===== src/rtl/sip_pkg.sv =====
package sip_pkg;
   typedef enum logic [1:0] {
      CMD_NONE    = 2'b00,
      CMD_STATUS  = 2'b01,
      CMD_MSG_IN  = 2'b10,
      CMD_MSG_OUT = 2'b11
   } cmd_e;

   typedef enum logic [1:0] {
      S_IDLE  = 2'd0,
      S_WAIT  = 2'd1,
      S_READY = 2'd2,
      S_ACKED = 2'd3
   } st_e;

   // phase lines ordered {MSG, C/D, I/O}
   localparam logic [2:0] PH_STATUS  = 3'b011;
   localparam logic [2:0] PH_MSG_IN  = 3'b111;
   localparam logic [2:0] PH_MSG_OUT = 3'b110;

   function automatic logic [2:0] exp_phase(cmd_e c);
      case (c)
         CMD_MSG_IN:  exp_phase = PH_MSG_IN;
         CMD_MSG_OUT: exp_phase = PH_MSG_OUT;
         default:     exp_phase = PH_STATUS;
      endcase
   endfunction
endpackage


===== src/rtl/sip_fifo.sv =====
module sip_fifo #(
   parameter int W     = 8,
   parameter int DEPTH = 4
) (
   input  logic         clk,
   input  logic         rst_n,
   input  logic         push,
   input  logic [W-1:0] wdata,
   input  logic         pop,
   output logic [W-1:0] rdata,
   output logic         full,
   output logic         empty
);
   if (DEPTH < 1) begin : g_bad_depth
      $error("sip_fifo: DEPTH must be at least 1");
   end

   if (DEPTH == 1) begin : g_single
      logic         vld;
      logic [W-1:0] hold;
      always_ff @(posedge clk or negedge rst_n) begin
         if (!rst_n) begin
            vld  <= 1'b0;
            hold <= '0;
         end else if (push && !vld) begin
            vld  <= 1'b1;
            hold <= wdata;
         end else if (pop && vld) begin
            vld <= 1'b0;
         end
      end
      assign rdata = hold;
      assign full  = vld;
      assign empty = !vld;
   end else begin : g_ring
      localparam int AW = $clog2(DEPTH);
      localparam logic [AW:0]   N_FULL = DEPTH[AW:0];
      localparam logic [AW-1:0] P_LAST = AW'(DEPTH - 1);
      logic [W-1:0]  mem [DEPTH];
      logic [AW-1:0] wp, rp;
      logic [AW:0]   cnt;
      logic          do_push, do_pop;

      assign full    = (cnt == N_FULL);
      assign empty   = (cnt == '0);
      assign do_push = push && !full;
      assign do_pop  = pop && !empty;
      assign rdata   = mem[rp];

      always_ff @(posedge clk) begin
         if (do_push) mem[wp] <= wdata;
      end

      always_ff @(posedge clk or negedge rst_n) begin
         if (!rst_n) begin
            wp  <= '0;
            rp  <= '0;
            cnt <= '0;
         end else begin
            if (do_push) wp <= (wp == P_LAST) ? '0 : wp + 1'b1;
            if (do_pop)  rp <= (rp == P_LAST) ? '0 : rp + 1'b1;
            case ({do_push, do_pop})
               2'b10:   cnt <= cnt + 1'b1;
               2'b01:   cnt <= cnt - 1'b1;
               default: cnt <= cnt;
            endcase
         end
      end
   end
endmodule


===== src/rtl/sip_seq.sv =====
module sip_seq
   import sip_pkg::*;
#(
   parameter int DATA_W = 8,
   parameter int CNT_W  = 8
) (
   input  logic              clk,
   input  logic              rst_n,
   input  logic              cmd_valid,
   input  logic [1:0]        cmd_code,
   input  logic [CNT_W-1:0]  byte_count,
   input  logic              connected,
   input  logic              int_clr,
   input  logic [2:0]        bus_phase,
   input  logic              bus_req,
   input  logic              rx_full,
   input  logic              tx_empty,
   input  logic [DATA_W-1:0] tx_head,
   output logic              rx_push,
   output logic              tx_pop,
   output logic              bus_ack,
   output logic [DATA_W-1:0] bus_data_out,
   output logic              bus_data_oe,
   output logic              busy,
   output logic              int_good,
   output logic              int_phase_err,
   output logic              int_cmd_err,
   output logic              int_bus_grp
);
   st_e              st;
   cmd_e             cur;
   cmd_e             req_cmd;
   logic [CNT_W-1:0] remain;
   logic             dir_out, xfer_go;

   assign req_cmd = cmd_e'(cmd_code);
   assign dir_out = (cur == CMD_MSG_OUT);
   assign xfer_go = (st == S_READY) && (dir_out ? !tx_empty : !rx_full);
   assign rx_push = xfer_go && !dir_out;
   assign tx_pop  = xfer_go && dir_out;
   assign busy    = (st != S_IDLE);

   always_ff @(posedge clk or negedge rst_n) begin
      if (!rst_n) begin
         st            <= S_IDLE;
         cur           <= CMD_NONE;
         remain        <= '0;
         bus_ack       <= 1'b0;
         bus_data_out  <= '0;
         bus_data_oe   <= 1'b0;
         int_good      <= 1'b0;
         int_phase_err <= 1'b0;
         int_cmd_err   <= 1'b0;
         int_bus_grp   <= 1'b0;
      end else begin
         if (int_clr) begin
            int_good      <= 1'b0;
            int_phase_err <= 1'b0;
            int_cmd_err   <= 1'b0;
            int_bus_grp   <= 1'b0;
         end
         case (st)
            S_IDLE: begin
               if (cmd_valid && req_cmd != CMD_NONE) begin
                  if (req_cmd != CMD_STATUS && !connected) begin
                     int_cmd_err <= 1'b1;
                     int_bus_grp <= 1'b1;
                  end else begin
                     bus_ack <= 1'b0;
                     cur     <= req_cmd;
                     remain  <= (req_cmd == CMD_STATUS) ? CNT_W'(1) : byte_count;
                     if (req_cmd != CMD_STATUS && byte_count == '0) begin
                        int_good <= 1'b1;
                     end else begin
                        st          <= S_WAIT;
                        bus_data_oe <= (req_cmd == CMD_MSG_OUT);
                     end
                  end
               end
            end
            S_WAIT: begin
               if (bus_req) begin
                  if (bus_phase != exp_phase(cur)) begin
                     int_phase_err <= 1'b1;
                     bus_data_oe   <= 1'b0;
                     st            <= S_IDLE;
                  end else begin
                     st <= S_READY;
                  end
               end
            end
            S_READY: begin
               if (xfer_go) begin
                  bus_ack <= 1'b1;
                  st      <= S_ACKED;
                  if (dir_out) bus_data_out <= tx_head;
               end
            end
            S_ACKED: begin
               if (!bus_req) begin
                  remain <= remain - 1'b1;
                  if (remain == CNT_W'(1)) begin
                     int_good    <= 1'b1;
                     bus_data_oe <= 1'b0;
                     st          <= S_IDLE;
                     if (cur != CMD_MSG_IN) bus_ack <= 1'b0;
                  end else begin
                     bus_ack <= 1'b0;
                     st      <= S_WAIT;
                  end
               end
            end
            default: st <= S_IDLE;
         endcase
      end
   end
endmodule


===== src/rtl/scsi_ini_phase_exec.sv =====
module scsi_ini_phase_exec #(
   parameter int DATA_W   = 8,
   parameter int CNT_W    = 8,
   parameter int RX_DEPTH = 4,
   parameter int TX_DEPTH = 4
) (
   input  logic              clk,
   input  logic              rst_n,
   input  logic              cmd_valid,
   input  logic [1:0]        cmd_code,
   input  logic [CNT_W-1:0]  byte_count,
   input  logic              connected,
   input  logic              int_clr,
   input  logic [2:0]        bus_phase,
   input  logic              bus_req,
   input  logic [DATA_W-1:0] bus_data_in,
   output logic              bus_ack,
   output logic [DATA_W-1:0] bus_data_out,
   output logic              bus_data_oe,
   input  logic              rx_pop,
   output logic [DATA_W-1:0] rx_rdata,
   output logic              rx_empty,
   input  logic              tx_push,
   input  logic [DATA_W-1:0] tx_wdata,
   output logic              tx_full,
   output logic              busy,
   output logic              int_good,
   output logic              int_phase_err,
   output logic              int_cmd_err,
   output logic              int_bus_grp,
   output logic              irq
);
   if (CNT_W < 1) begin : g_bad_cnt
      $error("scsi_ini_phase_exec: CNT_W must be at least 1");
   end
   if (DATA_W < 1) begin : g_bad_data
      $error("scsi_ini_phase_exec: DATA_W must be at least 1");
   end

   logic              rx_push, rx_full;
   logic              tx_pop, tx_empty;
   logic [DATA_W-1:0] tx_head;

   sip_fifo #(.W(DATA_W), .DEPTH(RX_DEPTH)) u_rx (
      .clk(clk), .rst_n(rst_n),
      .push(rx_push), .wdata(bus_data_in),
      .pop(rx_pop), .rdata(rx_rdata),
      .full(rx_full), .empty(rx_empty)
   );

   sip_fifo #(.W(DATA_W), .DEPTH(TX_DEPTH)) u_tx (
      .clk(clk), .rst_n(rst_n),
      .push(tx_push), .wdata(tx_wdata),
      .pop(tx_pop), .rdata(tx_head),
      .full(tx_full), .empty(tx_empty)
   );

   sip_seq #(.DATA_W(DATA_W), .CNT_W(CNT_W)) u_seq (
      .clk(clk), .rst_n(rst_n),
      .cmd_valid(cmd_valid), .cmd_code(cmd_code), .byte_count(byte_count),
      .connected(connected), .int_clr(int_clr),
      .bus_phase(bus_phase), .bus_req(bus_req),
      .rx_full(rx_full), .tx_empty(tx_empty), .tx_head(tx_head),
      .rx_push(rx_push), .tx_pop(tx_pop),
      .bus_ack(bus_ack), .bus_data_out(bus_data_out), .bus_data_oe(bus_data_oe),
      .busy(busy),
      .int_good(int_good), .int_phase_err(int_phase_err),
      .int_cmd_err(int_cmd_err), .int_bus_grp(int_bus_grp)
   );

   assign irq = int_good | int_phase_err | int_cmd_err | int_bus_grp;
endmodule


===== config.mk =====
export PLATFORM = sky130hd
export DESIGN_NAME = scsi_ini_phase_exec
export DESIGN_NICKNAME = d
export VERILOG_FILES = /design/src/rtl/sip_pkg.sv /design/src/rtl/sip_fifo.sv /design/src/rtl/sip_seq.sv /design/src/rtl/scsi_ini_phase_exec.sv
export SDC_FILE = /design/constraint.sdc
export NUM_CORES = 1
export LEC_CHECK = 0
export ABC_AREA = 1
export BUFFER_PORTS_ARGS = -buffer_cell sky130_fd_sc_hd__buf_2
export CORE_MARGIN = 8
export CORE_UTILIZATION = 33
export CTS_CLUSTER_SIZE = 10
export DETAILED_ROUTE_END_ITERATION = 7
export HOLD_SLACK_MARGIN = 0.1
export SYNTH_ARGS = -nofsm -noshare
export SYNTH_HDL_FRONTEND = slang
export SYNTH_SLANG_ARGS = --single-unit
export TNS_END_PERCENT = 20

===== constraint.sdc =====
create_clock -name clk -period 5.1 [get_ports clk]
set_clock_uncertainty 0.2 [all_clocks]
set_input_delay 1.02 -clock clk [delete_from_list [all_inputs] [get_ports clk]]
set_output_delay 1.02 -clock clk [all_outputs]
set_load 0.05 [all_outputs]

-- Word-level counts from Yosys, hierarchy flattened
Memories as Yosys holds them, arrays and structs flattened. A register that Yosys moved wholly into a read port is not among the register bits.
Cells that the tools add are included.
W data, S select, Z words.
- add/subtract/negate cells: 9
- equal/unequal tests: 30
- muxes and demuxes: 62
- bitwise gates (word level): 4
- reductions and logical operators: 34
- operators by type and width (cell ; number):
    $mux W1 ; 37
    $mux W8 ; 4
    $eq A2 B2 Y1 const B ; 11
    $mux W2 ; 11
    $pmux W3 S2 ; 3
    $pmux W8 S2 ; 1
    $reduce_and A6 Y1 ; 2
    $logic_and A1 B1 Y1 ; 10
    $ne A2 B1 Y1 const B ; 5
    $ne A2 B2 Y1 const B ; 5
    $reduce_bool A2 Y1 ; 5
    $add A2 B1 Y2 const B ; 4
    $eq A2 B1 Y1 const B ; 4
    $eq A8 B1 Y1 const B ; 1
    $logic_not A8 Y1 ; 1
    $pmux W2 S4 ; 1
    $reduce_and A8 Y1 ; 1
    $sub A8 B1 Y8 const B ; 1
    $logic_not A1 Y1 ; 7
    $add A3 B1 Y3 const B ; 2
    $eq A3 B3 Y1 const B ; 2
    $logic_not A3 Y1 ; 2
    $mux W3 ; 2
    $pmux W1 S3 ; 2
    10 further kinds ; 15
- register bits after elaboration: 32
- RAM bits: 64
- input bits: 37
- output and inout port bits: 26
- word-level logic and storage cells: 156
- memories: 2
- memory list (memory ; words ; bits a word ; rd ports ; clocked after Yosys merged registers in ; wr ports ; line ; RTL):
    u_rx.g_ring.mem ; 4 ; 8 ; 1 ; 0 ; 1 ; sip_fifo.sv:39 ; logic [W-1:0] mem [DEPTH];
    u_tx.g_ring.mem ; 4 ; 8 ; 1 ; 1 ; 1 ; sip_fifo.sv:39 ;

-- Logic depth before layout (Yosys ltp)
Gate-level depths: netlist of the first run.
- depth after elaboration: 8
- mapped depth: 11

-- Modules after synthesis
From an unflattened synthesis of the first run, not the netlist that was laid out.
- cells, all modules: 534
- area, all modules: 5196.2 µm²
- by module, submodules not included (module ; times used ; cells an instance ; area each (µm²)):
    sip_fifo at u_tx ; 1 ; 154 ; 1774.2
    sip_fifo at u_rx ; 1 ; 154 ; 1769.2
    sip_seq ; 1 ; 223 ; 1641.6
    scsi_ini_phase_exec ; 1 ; 3 ; 11.3

-- Least setup slack after synthesis of the first run
No wires, ideal clock.
- kind: register to register
- start point: register u_tx.g_ring.cnt[0]
- end point: register u_tx.g_ring.cnt[2]
- library setup time: 0.131 ns
- arrival time: 2.870 ns
- setup slack: 1.900 ns
- cell stages (with the launch flop): 10
- cell sequence: dfrtp_1 nor3_1 nor2_1 inv_1 ha_1 inv_1 fa_1 a21oi_1 o21ai_0 xor2_1
- elaborated cells between the ends (all ways): 15
- those cells by class: 2 x add/sub; 3 x eq/ne; 2 x mux; 8 x reduce/logical
- RTL lines (what ; line ; RTL):
    start, declared ; sip_fifo.sv:41 ; logic [AW:0] cnt;
    start signal, assigned ; sip_fifo.sv:63 ; 2'b10: cnt <= cnt + 1'b1;
    start signal, assigned ; sip_fifo.sv:64 ; 2'b01: cnt <= cnt - 1'b1;
    start signal, assigned ; sip_fifo.sv:65 ; default: cnt <= cnt;
    $eq A3 B3 Y1 (*) ; sip_fifo.sv:44 ; assign full = (cnt == N_FULL);
    net tx_full ; scsi_ini_phase_exec.sv:25 ; output logic tx_full,
    $logic_not A1 Y1 (*) ; sip_fifo.sv:46 ; assign do_push = push && !full;
    $logic_and A1 B1 Y1 (*) ; sip_fifo.sv:46 ;
    $eq A2 B1 Y1 / $eq A2 B2 Y1 (equally long branches) ; sip_fifo.sv:62 ; case ({do_push, do_pop})
    $pmux W3 S2 / $reduce_bool A2 Y1 (equally long branches) ; -- ;
The timed path passes the listed nets; every way through them passes the cells marked *.
A chain may end at the register's enable or synchronous reset.

-- Worst setup path in the final report of the first run
- start point: register u_rx.g_ring.rp[0]
- end point: output port rx_rdata[6]
- word-level cells in the longest chain between the ends: 1
- ends and longest elaborated chain (what ; line ; RTL):
    start, declared ; sip_fifo.sv:40 ; logic [AW-1:0] wp, rp;
    start signal, assigned ; sip_fifo.sv:61 ; if (do_pop) rp <= (rp == P_LAST) ? '0 : rp + 1'b1;
    $mem_v2 Z4 W8 ; -- ;
    end, declared ; scsi_ini_phase_exec.sv:21 ; output logic [DATA_W-1:0] rx_rdata,
Every way passes these cells.

==> results.py, run 1 <==
metrics = {
    "floorplan": {
        "coreArea_um2": 14600,
        "ios": 63,
        "row_count": 44,
        "initial_core_util_pct": 33.9,
        "dieArea_um2": 19200,
        "dieHeight_um": 138,
        "die_w_um": 138,
    },
    "synth": {
        "synth_nets": 544,
        "async_flop_share_pct": 38.5,
        "ys_warn_count": 0,
        "syn_area_um2": 4950,
        "ys.flop_type": "edfxtp_1",
        "synth.distinct_cells": 39,
        "ys_seq_elements": 104,
        "ys_seq_area_share_pct": 59.0,
        "synthCells": 486,
        "synth-edff-count": 64,
        "syn_avg_cell_area_um2": 10.2,
    },
    "sta": {
        "rsz0062_at_grt": "false",
        "maxSlewViolCount": 0,
        "slew-limit-headroom_pct": 32.9,
        "fmax_mhz": 316,
        "setup_viol": 0,
        "post-route-period-util_pct": 62.0,
        "hold_ws_ps": 272,
        "tns_ps": 0,
        "fin_crit_ps": 3160,
        "finalHoldViolations": 0,
        "worst_slew_pin_slew_ps": 1010,
    },
    "setup_path": {
        "cpPeakStageDelay_ps": 650,
        "crit_fanout": 19,
        "cp.required_ps": 3880,
        "critPathBufInv": 2,
        "critPathKind": "reg2out",
        "start_kind": "flop",
        "cpLargestDelayFamily": "flip-flops",
        "worstPathCellList": "inv_1 -> o21ai_0 -> o22ai_1 -> buf_2",
        "cp-end-kind": "output port",
        "arrival_ps": 1940,
        "crit_slowest_cell": "dfrtp_1",
    },
    "drt": {
        "first_pass_iters": 4,
        "avgViaCountPerCell": 4.77,
        "drt_iter0_drc": 203,
        "vias": 3508,
        "routed_wl_mm": 10.3,
        "postRouteAntennaNets": 0,
        "wire_per_inst_um": 14.0,
        "drc": 0,
    },
    "place": {
        "place_congestion": 0.836,
        "io_buffer_count": 62,
        "place_hpwl_mm": 7.43,
    },
    "clock_tree": {
        "clk_path_buf_depth": 2,
        "postCtsSetupBuffers": 0,
        "htreeDepth": 3,
        "clockRootBuffer": "clkbuf_16",
        "cts_resized": 0,
        "cts.sinks": 104,
        "ctsHoldBuffers": 0,
        "clk_latency_ps": 350,
        "cts_tree": "built",
        "clkSlewWorstSetupHoldPaths_ps": 70,
        "cts_made_buffers": 9,
    },
    "cells_and_area": {
        "drive_gt1_share_pct": 18.1,
        "diodes": 0,
        "syn2layout_area_growth_pct": 16.1,
        "fillers": 1387,
        "num-nets-final": 605,
        "layout_commonest_cell": "nand2_1",
        "utilization_pct": 39.4,
        "mostFrequentLayoutCells": "nand2_1 (88), nor2_1 (70), edfxtp_1 (64), buf_2 (62), inv_1 (51)",
    },
    "grt": {
        "grt_pass1_wl_mm": 17.3,
        "grt_max_degree": 41,
        "antenna_found_initial": 0,
        "busiest_layer": "met2",
        "met3_usage_pct": 2.91,
        "grt.overflow.total": 0,
        "first_global_vias": 3484,
        "grt_usage_pct": 11.1,
        "grtUsageMet2_pct": 17.4,
        "use_met1_pct": 14.1,
    },
    "power_and_ir_drop": {
        "p_leak_nw": 2.50,
        "max-vdd-ir-drop_mv": 0.198,
        "p_per_area_nw_per_um2": 587,
    },
    "worst_hold_path": {
        "min_path_type": "reg2reg",
    },
    "status": {
        "status": "completed",
    },
    "run": {
        "drv_cap": 0,
    },
}
==> stage by stage <==
stage               std cells  area (µm²)  total power [W]  setup WS [ps]
global placement          720        5410          0.00257           2340
floorplan                 486        4950          0.00233           1900
CTS                       736        5750          0.00341           1930
global route              736        5750          0.00361           1740
finish                    736        5750          0.00337           1940
detailed placement        720        5410          0.00261           2290
==> area by class of cell <==
class	count	area, µm²	area share, %
Timing Repair Buffer	62	310	5.40
Clock buffer	13	250	4.35
Sequential cell	104	2920	50.8
Inverter	57	215	3.74
Clock inverter	3	90.1	1.57
Tap cell	184	230	4.00
Multi-Input combinational cell	313	1730	30.1
==> worst paths after layout <==
check                                              start                                end  slack [ps]  cells after the start
max                        u_rx.g_ring.rp[0]$_DFFE_PN0P_                        rx_rdata[6]        1940                      4
min                        u_seq.bus_data_oe$_DFFE_PN0P_      u_seq.bus_data_oe$_DFFE_PN0P_         270                      2
max reg2reg                      u_seq.st[0]$_DFFE_PN0P_     u_tx.g_ring.cnt[2]$_DFFE_PN0P_        2290                     10
min reg2reg                u_seq.bus_data_oe$_DFFE_PN0P_      u_seq.bus_data_oe$_DFFE_PN0P_         270                      2
max in group asynchronous                          rst_n     u_tx.g_ring.cnt[2]$_DFFE_PN0P_        3430                      1
min in group asynchronous                          rst_n  u_seq.bus_data_out[6]$_DFFE_PN0P_         630                      1
==> report_power, final <==
part	total [W]	switching (W)	internal, W
logic	0.00135	0.000958	0.000393
registers	0.00124	0.000146	0.00109
clock network	0.000786	0.000292	0.000494
==> tightest hold or removal path: cells and delay by family, from the launching register on <==
family | cells | cell delay, ps
and+or+nand+nor | 2 | 90
DFF | 1 | 350
==> kinds of logic (layout without fill, tap and decap cells) <==
| group | count (synthesis) | count (layout) | share of synthesized area [%] |
|---|---|---|---|
| fa+ha+maj | 21 | 21 | 5.61 |
| xor+xnor | 5 | 5 | 0.885 |
| buf+inv | 69 | 135 | 6.01 |
| compound gates | 83 | 83 | 9.98 |
| flops | 104 | 104 | 59.0 |
| simple gates | 204 | 204 | 18.5 |
==> synthesized netlist by cell type (2+ instances only) <==
cell type / count / share of area, %
fa_1: 2 / 0.81
a21oi_1: 6 / 0.61
nand3_1: 20 / 2.0
inv_2: 3 / 0.23
clkbuf_1: 2 / 0.15
nand2_2: 3 / 0.38
o21ai_0: 47 / 4.8
ha_1: 19 / 4.8
nor3_1: 6 / 0.61
o211ai_1: 3 / 0.45
inv_1: 51 / 3.9
o21ai_2: 7 / 1.2
nand2_1: 88 / 6.7
xnor2_1: 3 / 0.53
nand3_2: 3 / 0.61
clkinv_1: 2 / 0.15
nand2_4: 3 / 0.68
edfxtp_1: 64 / 39
dfrtp_1: 40 / 20
nor2_2: 2 / 0.25
xor2_1: 2 / 0.35
nand4_1: 3 / 0.38
o21ai_1: 2 / 0.20
buf_4: 4 / 0.61
nor2_1: 70 / 5.3
buf_2: 4 / 0.40
o22ai_1: 8 / 1.0
o32ai_1: 8 / 1.4
==> routing by layer <==
layer  wire length (µm)  up-vias
li1                   -     1760
met1               4900     1660
met2               4760       76
met3                468       12
met4                147        0
met5                  0        -
==> flip-flops by register name (all words and copies together) (netlist names), 3 cells and up, named ones only <==
name / count
u_rx.g_ring.mem: 32
u_tx.g_ring.mem: 32
u_seq.bus_data_out: 8
u_seq.remain: 8
u_rx.g_ring.cnt: 3
u_tx.g_ring.cnt: 3
Note: power is estimated with default switching activity, not from simulation.
==> run 2: changes to the inputs <==
--- a/config.mk
+++ b/config.mk
@@ -5,7 +5,7 @@
 export SDC_FILE = /design/constraint.sdc
 export NUM_CORES = 1
 export LEC_CHECK = 0
-export ABC_AREA = 1
+export ABC_AREA = 0
 export BUFFER_PORTS_ARGS = -buffer_cell sky130_fd_sc_hd__buf_2
 export CORE_MARGIN = 8
 export CORE_UTILIZATION = 33
==> constraint.sdc (replaced) <==
create_clock -name clk -period 2.65 [get_ports clk]
set_clock_uncertainty 0.2 [all_clocks]
set_input_delay 0.53 -clock clk [delete_from_list [all_inputs] [get_ports clk]]
set_output_delay 0.53 -clock clk [all_outputs]
set_load 0.05 [all_outputs]
==> results.py, run 2 <==
metrics = {
    "status": {
        "status": "completed",
    },
    "worst_hold_path": {
        "min_path_type": "in2reg",
        "hold_end": "u_tx.g_ring.mem[2][7]$_DFFE_PP_",
        "hold_path_startpoint": "tx_wdata[7]",
        "hold_depth": 1,
    },
    "clock_tree": {
        "cts_tree": "built",
        "cts_made_buffers": 9,
        "postCtsSetupBuffers": 0,
        "clk_path_buf_depth": 2,
        "htreeDepth": 3,
        "clk_latency_ps": 350,
        "clkSlewWorstSetupHoldPaths_ps": 80,
        "cts_resized": 0,
        "clockRootBuffer": "clkbuf_16",
        "cts.sinks": 104,
    },
    "power_and_ir_drop": {
        "max-vdd-ir-drop_mv": 0.329,
        "finalPower_w": 0.00595,
        "p_per_area_nw_per_um2": 1070,
        "p_leak_nw": 2.27,
    },
    "setup_path": {
        "start_kind": "flop",
        "regToRegEndpoint": "u_tx.g_ring.cnt[2]$_DFFE_PN0P_",
        "cp-startpoint": "u_seq.st[0]$_DFFE_PN0P_",
        "arrival_ps": 2510,
        "cp-end-kind": "flop",
        "critPathKind": "reg2reg",
        "cp.required_ps": 2730,
        "crit_fanout": 4,
        "r2r_slack_ps": 210,
        "r2r_cells": 10,
        "r2r_start": "u_seq.st[0]$_DFFE_PN0P_",
    },
    "synth": {
        "ys.flop_type": "edfxtp_1",
        "ys_seq_area_share_pct": 62.3,
        "synth-edff-count": 64,
        "synth.distinct_cells": 59,
        "synth_area_leaders": "edfxtp_1 (41%), dfrtp_1 (21%), mux4_2 (7.7%)",
        "synth_top_area_share_pct": 40.9,
        "ys_warn_count": 0,
        "syn_area_um2": 4690,
        "ys_seq_elements": 104,
        "synth_nets": 371,
        "async_flop_share_pct": 38.5,
        "synth_top_area_cell": "edfxtp_1",
        "synth_common_cells": "edfxtp_1 (64), dfrtp_1 (40), inv_1 (22)",
        "synthCells": 313,
        "syn_avg_cell_area_um2": 15.0,
        "synth_most_common_cell": "edfxtp_1",
    },
    "floorplan": {
        "die_w_um": 135,
        "initial_core_util_pct": 33.8,
        "coreArea_um2": 13900,
        "dieArea_um2": 18300,
        "ios": 63,
        "row_count": 43,
        "dieHeight_um": 135,
    },
    "grt": {
        "antenna_found_initial": 0,
        "first_global_vias": 2833,
        "grt_usage_pct": 10.6,
        "grt.overflow.total": 0,
        "grt_max_degree": 21,
        "grt_pass1_wl_mm": 15.0,
    },
    "sta": {
        "fin_crit_ps": 2440,
        "tns_ps": 0,
        "finalHoldViolations": 0,
        "slew-limit-headroom_pct": 57.8,
        "post-route-period-util_pct": 91.9,
        "maxSlewViolCount": 0,
        "fmax_mhz": 411,
        "setup_viol": 0,
        "rsz0062_at_grt": "false",
        "worst_slew_pin_slew_ps": 627,
    },
    "place": {
        "place_congestion": 0.767,
        "place_hpwl_mm": 6.67,
        "io_buffer_count": 62,
    },
    "cells_and_area": {
        "layout_commonest_cell": "edfxtp_1",
        "diodes": 0,
        "drive_gt1_share_pct": 32.1,
        "largestRegisters": "u_rx.g_ring.mem (32), u_tx.g_ring.mem (32)",
        "fillers": 1314,
        "syn2layout_area_growth_pct": 18.5,
        "mostFrequentLayoutCells": "edfxtp_1 (64), buf_2 (62), dfrtp_1 (40), inv_1 (22), ha_1 (19)",
        "num-nets-final": 445,
        "utilization_pct": 40.1,
    },
    "drt": {
        "avgViaCountPerCell": 4.74,
        "drt_iter0_drc": 127,
        "vias": 2710,
        "wire_per_inst_um": 15.9,
        "routed_wl_mm": 9.07,
        "drc": 0,
        "postRouteAntennaNets": 0,
        "first_pass_iters": 4,
    },
    "run": {
        "drv_cap": 0,
    },
}
-- run 2: cell types whose count changed in the layout (fill, tap and decap cells not counted), moves of 5 or more --
cell,change
and2_1,+9
buf_4,+9
inv_1,-29
mux2_2,+13
mux4_2,+16
nand2_1,-75
nand3_1,-18
nor2_1,-59
o21ai_0,-37
o21ai_1,+5
o21ai_2,-7
o22ai_1,-8
o32ai_1,-8
-- run 2: cell type report --
class                      count  area (µm²)  area share (%)
clock buffer                   9         225            4.05
clock inverter                 7        70.1            1.26
tap                          180         225            4.05
inverter                      22        82.6            1.49
sequential                   104        2920            52.6
multi-input combinational    178        1650            29.6
timing repair buffer          72         388            6.98
-- run 2: kinds of logic after synthesis --
kind of cell,synth area share [%]
AO/OA/AOI/OAI,7.94
XOR/XNOR,1.31
adder cells (fa/ha/maj),5.92
buffers and inverters,2.75
flip-flops,62.3
multiplexers,11.5
AND/OR/NAND/NOR,8.34
-- run 2: critical path, cell delays in order, from the launching register on --
cell and delay, ps:
dfrtp_1 380, inv_1 120, ha_1 190, and3_1 230
nor2b_1 190, ha_1 210, inv_1 60, fa_1 380
xor2_1 150, nor2_1 110, xor2_1 140
-- run 2: worst max-delay path by stage --
stage                                           endpoint  slack [ps]
after detailed placement  u_tx.g_ring.cnt[2]$_DFFE_PN0P_         180
after floorplan           u_tx.g_ring.cnt[2]$_DFFE_PN0P_          70
after global routing      u_tx.g_ring.cnt[2]$_DFFE_PN0P_          40
after CTS                 u_tx.g_ring.cnt[2]$_DFFE_PN0P_         180
final                     u_tx.g_ring.cnt[2]$_DFFE_PN0P_         210
after global placement    u_tx.g_ring.cnt[2]$_DFFE_PN0P_         260
-- run 2: layer usage --
metal | global-route usage [%] | vias up | wire length, µm
met5 | 0 | - | 0
met4 | 5.55 | 0 | 172
met3 | 2.56 | 11 | 396
met2 | 17.9 | 37 | 4670
met1 | 12.4 | 1345 | 3830
li1 | - | 1317 | -
-- run 2: repair_timing --
item	in CTS	in global routing
hold buffers	1	0
endpoints found under the hold margin	10	0
endpoints found under the setup margin	0	0
-- run 2: power by group --
group          switching (W)  internal [W]
Clock               0.000644      0.000668
Sequential          0.000281       0.00209
Combinational        0.00140      0.000861
-- run 2: through the flow --
stage               hold WS [ps]  worst slack (ps)  cells  cell area [µm²]
floorplan                   34.4              74.2    313             4700
global placement             221               262    555             5260
detailed placement           227               180    555             5260
CTS                          175               179    572             5560
global route                 182              40.2    572             5560
finish                       187               215    572             5560
